==> src/rtl/dma_arb_pkg.sv <==
package dma_arb_pkg;
  typedef enum logic {
    OWN_CPU = 1'b0,
    OWN_DMA = 1'b1
  } owner_e;
endpackage

==> src/rtl/dma_arb_prio.sv <==
module dma_arb_prio #(
  parameter int unsigned N_CH = 7
) (
  input  logic [N_CH-1:0] req_i,
  output logic [N_CH-1:0] gnt_o
);
  logic [N_CH:0] blk;

  assign blk[0] = 1'b0;
  for (genvar i = 0; i < N_CH; i++) begin : g_chain
    assign blk[i+1]  = blk[i] | req_i[i];
    assign gnt_o[i]  = req_i[i] & ~blk[i];
  end

  // the encoder output carries at most one bit
  always_comb begin
    assert_prio_onehot_R4: assert ($onehot0(gnt_o));
  end
endmodule

==> src/rtl/dma_arb_slot.sv <==
module dma_arb_slot
  import dma_arb_pkg::*;
#(
  parameter int unsigned N_CH     = 7,
  parameter int unsigned N_CIPHER = 2
) (
  input  logic            clk_i,
  input  logic            rst_ni,
  input  logic [N_CH-1:0] req_i,
  input  logic [N_CH-1:0] win_i,
  input  logic            done_i,
  output logic [N_CH-1:0] ack_o,
  output logic            cpu_grant_o
);
  localparam int unsigned CIPHER_BASE = N_CH - N_CIPHER;

  owner_e          owner_q;
  logic [N_CH-1:0] ack_q;
  logic            pending;

  assign pending = |req_i;

  always_ff @(posedge clk_i or negedge rst_ni) begin
    if (!rst_ni) begin
      owner_q <= OWN_CPU;
      ack_q   <= '0;
    end else if (done_i) begin
      if (owner_q == OWN_DMA) begin
        owner_q <= OWN_CPU;   // forced processor cycle between bytes
        ack_q   <= '0;
      end else if (pending) begin
        owner_q <= OWN_DMA;
        ack_q   <= win_i;
      end
    end
  end

  assign ack_o       = ack_q;
  assign cpu_grant_o = (owner_q == OWN_CPU);

  assert_one_owner_R2: assert property (@(posedge clk_i) disable iff (!rst_ni)
    $onehot0(ack_o) && (cpu_grant_o ^ (ack_o != '0)));

  assert_grant_requested_R4: assert property (@(posedge clk_i) disable iff (!rst_ni)
    (cpu_grant_o && done_i && req_i != '0) |=> ((ack_o & $past(req_i)) != '0));

  assert_ack_hold_R5: assert property (@(posedge clk_i) disable iff (!rst_ni)
    (ack_o != '0 && !done_i) |=> $stable(ack_o));

  assert_cpu_after_dma_R6: assert property (@(posedge clk_i) disable iff (!rst_ni)
    (ack_o != '0 && done_i) |=> cpu_grant_o);

  assert_cpu_keeps_R7: assert property (@(posedge clk_i) disable iff (!rst_ni)
    (cpu_grant_o && (!done_i || req_i == '0)) |=> cpu_grant_o);

  assert_cipher_yield_R9: assert property (@(posedge clk_i) disable iff (!rst_ni)
    (cpu_grant_o && done_i && req_i[CIPHER_BASE-1:0] != '0)
      |=> (ack_o[N_CH-1:CIPHER_BASE] == '0));
endmodule

==> src/rtl/dma_single_arbiter.sv <==
module dma_single_arbiter #(
  parameter int unsigned N_CH     = 7,
  parameter int unsigned N_CIPHER = 2
) (
  input  logic            clk_i,
  input  logic            rst_ni,
  input  logic [N_CH-1:0] req_i,
  input  logic            done_i,
  output logic [N_CH-1:0] ack_o,
  output logic            cpu_grant_o
);
  logic [N_CH-1:0] win;

  dma_arb_prio #(.N_CH(N_CH)) u_prio (
    .req_i (req_i),
    .gnt_o (win)
  );

  dma_arb_slot #(.N_CH(N_CH), .N_CIPHER(N_CIPHER)) u_slot (
    .clk_i       (clk_i),
    .rst_ni      (rst_ni),
    .req_i       (req_i),
    .win_i       (win),
    .done_i      (done_i),
    .ack_o       (ack_o),
    .cpu_grant_o (cpu_grant_o)
  );
endmodule

==> config.mk <==
export PLATFORM = sky130hd
export DESIGN_NAME = dma_single_arbiter
export DESIGN_NICKNAME = d
export VERILOG_FILES = /design/src/rtl/dma_arb_pkg.sv /design/src/rtl/dma_arb_prio.sv /design/src/rtl/dma_arb_slot.sv /design/src/rtl/dma_single_arbiter.sv
export SDC_FILE = /design/constraint.sdc
export NUM_CORES = 1
export LEC_CHECK = 0
export CORE_AREA = 2 2 39 41
export CTS_CLUSTER_SIZE = 8
export DETAILED_ROUTE_END_ITERATION = 8
export DIE_AREA = 0 0 41 43
export SKIP_CTS_REPAIR_TIMING = 1
export SLEW_MARGIN = 20
export SYNTH_ARGS = -nofsm -noshare
export SYNTH_HDL_FRONTEND = slang
export SYNTH_SLANG_ARGS = --single-unit
==> constraint.sdc <==
create_clock -name clk_i -period 2.15 [get_ports clk_i]
set_input_delay 0.5375 -clock clk_i [delete_from_list [all_inputs] [get_ports clk_i]]
set_output_delay 0.5375 -clock clk_i [all_outputs]
set_load 0.01 [all_outputs]
* After elaboration in Yosys (flattened, before gate mapping)
Cells that the tools add are included.
** Word-level totals
- Logic and storage cells :: 27
- Register bits :: 8
- Output and inout bits :: 8
- Input bits :: 10
** Operators by class
- Reduce and logical (&&, ||, !) cells :: 3
- Multiplexer cells :: 4
- Bitwise logic cells :: 18
** Operators by type and width (count)
- 7-bit two-way mux :: 2
- 1-bit NOT :: 7
- 7-bit OR reduction :: 1
- 1-bit AND :: 6
- 1-bit OR :: 5
- 1-bit two-way mux :: 2
- 2-bit AND reduction :: 1
- 2-bit nonzero test :: 1

* Logic depth before layout (Yosys ltp)
- Depth in word-level cells :: 9
- Depth in mapped cells :: 4
- Gate-level depth less buffers :: 3

* Hierarchy
A second synthesis with hierarchy kept.
** Unflattened totals
- Cells, all modules :: 50
- Area, all modules :: 508.0 um^2
** By module, submodules not included
- dma_arb_slot :: sequential area each 200.2 um^2, cells each 41, area each 436.7 um^2, instances 1
- dma_arb_prio :: sequential area each 0.0 um^2, cells each 9, area each 71.3 um^2, instances 1

* Worst setup path before layout
OpenSTA, ideal clock, no wires.
- Path kind :: in2reg
- From :: in done_i
- To :: reg u_slot.ack_q[4], in the netlist u_slot.ack_o[4]
- Buffers on the path :: 1
- Arrival :: 1.066 ns
- Data required time :: 2.018 ns
- Setup time :: 0.132 ns
- Slack :: 0.952 ns
- Cell stages on the path :: 4
- Cell sequence :: buf_2 > inv_1 > a31oi_2 > o22ai_1
** On the way
- Word-level cells in the longest chain between the ends :: 1
** Ends and longest elaborated chain
- start, declared :: line dma_single_arbiter.sv:8 : input logic done_i,
- 2-bit AND reduction (no source line)
- end signal, assigned :: line dma_arb_slot.sv:33 : ack_q <= win_i;
- end, declared :: line dma_arb_slot.sv:18 : logic [N_CH-1:0] ack_q;
Every way passes these cells.
A chain may end at the register's enable or synchronous reset.

* Worst setup path in the final report
- From :: reg u_slot.owner_q
- To :: out cpu_grant_o
** On the way
- Word-level cells in the longest chain between the ends :: 1
** Ends and longest elaborated chain
- start, declared :: line dma_arb_slot.sv:17 : owner_e owner_q;
- start signal, assigned :: line dma_arb_slot.sv:25 : owner_q <= OWN_CPU;
- start signal, assigned :: line dma_arb_slot.sv:29 : owner_q <= OWN_CPU;
- start signal, assigned :: line dma_arb_slot.sv:32 : owner_q <= OWN_DMA;
- 1-bit NOT :: line dma_arb_slot.sv:39 : assign cpu_grant_o = (owner_q == OWN_CPU);
- end, declared :: line dma_single_arbiter.sv:10 : output logic cpu_grant_o
Every way passes these cells.

==> qor.yml <==
placement:
  post_dp_cell_area_um2: 619
  gp_congestion: 0.755
  hpwl_um: 752
  io_buffers: 17
synth:
  synth_top_area_share_pct: 46.9
  postSynthAreaPerCell_um2: 10.7
  synth_cells: 40
  netlist_area_um2: 427
  synthDistinctLibCells: 19
  ys_seq_area_share_pct: 46.9
  syn_nets: 50
  synth_commonest_cells: "dfrtp_1 (8), inv_1 (5), nand2_1 (3), o21ai_1 (3), o2bb2ai_1 (3)"
  ys.flop_type: "dfrtp_1"
  yosys-top-cells-area: "dfrtp_1 (47%), nor3_4 (7.6%), o2bb2ai_1 (6.2%)"
  yosys.area.top_type: "dfrtp_1"
  synthXorXnorAreaFrac_pct: 0
  yosys-mux-area-fraction_pct: 0
  synth_compound_area_share_pct: 24.0
  synthAdderAreaFrac_pct: 0
  synth_edf_count: 0
  async_reset_ff_share_pct: 100
  yosys_register_bits: 8
  ys_warn_count: 0
  synth_top_family_by_area: "compound AO/OA/AOI/OAI gates"
  yosys.area_share.simple_pct: 23.5
  synth.most_common_cell: "dfrtp_1"
worst_setup_path:
  rr_endpoint: "u_slot.ack_o[4]"
  cp-startpoint: "u_slot.owner_q"
  worst-path-buf-inv: 2
  r2r_slack_ps: 1100
  cp.depth: 2
  cp_slowest_cell: "clkdlybuf4s50_1"
  cp_cell_sequence: "inv_1 > clkdlybuf4s50_1"
  end_kind: "output pin"
  setup.worst_path.start_class: "register"
  cp.arrival_ps: 1310
  worstPathRequired_ps: 1610
  r2r_cells: 3
  slowest_delay_ps: 530
  worst-path-max-fanout: 5
  crit_family: "buffers and inverters"
  critPathKind: "reg -> out"
  reg2reg_from: "u_slot.owner_q"
route:
  wl_per_cell_um: 12.8
  num_vias: 370
  drc: 0
  wl_um: 969
  routed_via_density: 4.87
  drt_iter0_drc: 3
  dr.pass1.iters: 2
  drtAntennaViolNets: 0
power:
  p_leak_nw: 0.253
  ir_worst_vdd_uv: 242
  powerDensity_nw_per_um2: 575
sta:
  slew_headroom_pct: 75.2
  fin_tns_setup_ps: 0
  maxSlewViolCount: 0
  hold_viol_final: 0
  timing.final.crit_share_pct: 86.0
  worst_pin_slew_ps: 371
  setup_viol_count_final: 0
  fin_crit_ps: 1850
  fmax_mhz: 541
  finClkSkew_ps: 8.77
  rsz0062_at_grt: "no"
clocking:
  clk_pin_slew_ps: 50
  h-tree-depth: 1
  cts_root_buffer: "clkbuf_4"
  cts-buffers-inserted: 3
  cts_num_sinks: 8
  cts_tree: "done"
  insertion_delay_ps: 250
  clockBufferDepth: 2
worst_hold_path:
  min_to: "u_slot.ack_o[0]"
  hold_depth: 1
  min_from: "u_slot.ack_o[0]"
  hold_class: "reg -> reg"
floorplanning:
  start_util_pct: 30.8
  dieArea_um2: 1760
  chipHeight_um: 43
  core-area_um2: 1380
  row_count: 14
  io_pins: 18
  die_x_um: 41
grt:
  grt_pass1_wl_um: 1650
  grt_pass1_vias: 387
  gr-total-overflow: 0
  grt_max_degree: 9
  antenna_found_initial: 0
  grtUsageTotal_pct: 14.7
cells_and_area:
  layout.nets: 72
  multi_input_area_um2: 203
  fill_cells: 149
  drive_gt1_share_pct: 13.3
  syn2layout_area_growth_pct: 50.4
  antennaDiodeCount: 0
  ff_latch_area_um2: 200
  design_area_um2: 642
run_status:
  status: "finished, final reports clean"
run:
  cap_violations: 0
worst max-delay path by stage:
stage / to
detailed placement: u_slot.ack_o[4]
global placement: u_slot.ack_o[4]
global route: cpu_grant_o
finish: cpu_grant_o
CTS: cpu_grant_o
floorplan: u_slot.ack_o[4]
metrics by stage:
step           cells  hold slack, ps  power (mW)  setup WS [ps]  util [%]
3_5_place_dp      73             505       0.258            359      44.8
4_1_cts           76             518       0.378            274      46.4
5_1_grt           76             547       0.393            241      46.4
3_3_place_gp      73             500       0.257            357      44.8
2_1_floorplan     40             242       0.204            952         -
6_report          76             518       0.369            301      46.4
report_power, final:
group	total [mW]	internal [mW]	switching, mW
sequential	0.171	0.161	0.00990
clock	0.115	0.0639	0.0514
combinational	0.0834	0.0458	0.0376
per-layer routing:
metal / GRT usage [%] / vias to the layer above / part of all wire (%)
met3: 3.14 / 2 / 5.2
met2: 18.8 / 9 / 47
met1: 19.2 / 168 / 46
li1: - / 191 / -
met4: 14.0 / 0 / 1.9
met5: 0 / - / 0
cell type report:
| type | count | area share, % |
|---|---|---|
| timing repair buffer | 18 | 27.7 |
| multi-input combinational | 26 | 31.6 |
| sequential | 8 | 31.2 |
| inverter | 5 | 2.92 |
| tap | 16 | 3.12 |
| clock buffer | 3 | 3.51 |
cell families after synthesis:
group	after synthesis
compound gates	14
buf+inv	6
flops	8
simple gates	12
sequential cells by signal (all words and copies together) (netlist names):
register / flops
u_slot.owner_q: 1
u_slot.ack_o: 7
placed cells by master (no fill, tap or decap):
master / n
clkdlybuf4s50_1: 17
dfrtp_1: 8
inv_1: 5
o2bb2ai_1: 3
nand2_1: 3
o21ai_1: 3
clkbuf_4: 3
nor3_4: 2
nor2_1: 2
nand3_1: 2
a21oi_1: 2
nor4_4: 1
a32oi_1: 1
a2bb2oi_1: 1
a31oi_2: 1
o22ai_1: 1
nand4b_1: 1
a211o_1: 1
and3b_1: 1
a31oi_1: 1
buf_4: 1
Power figures use the tool's default switching activity.
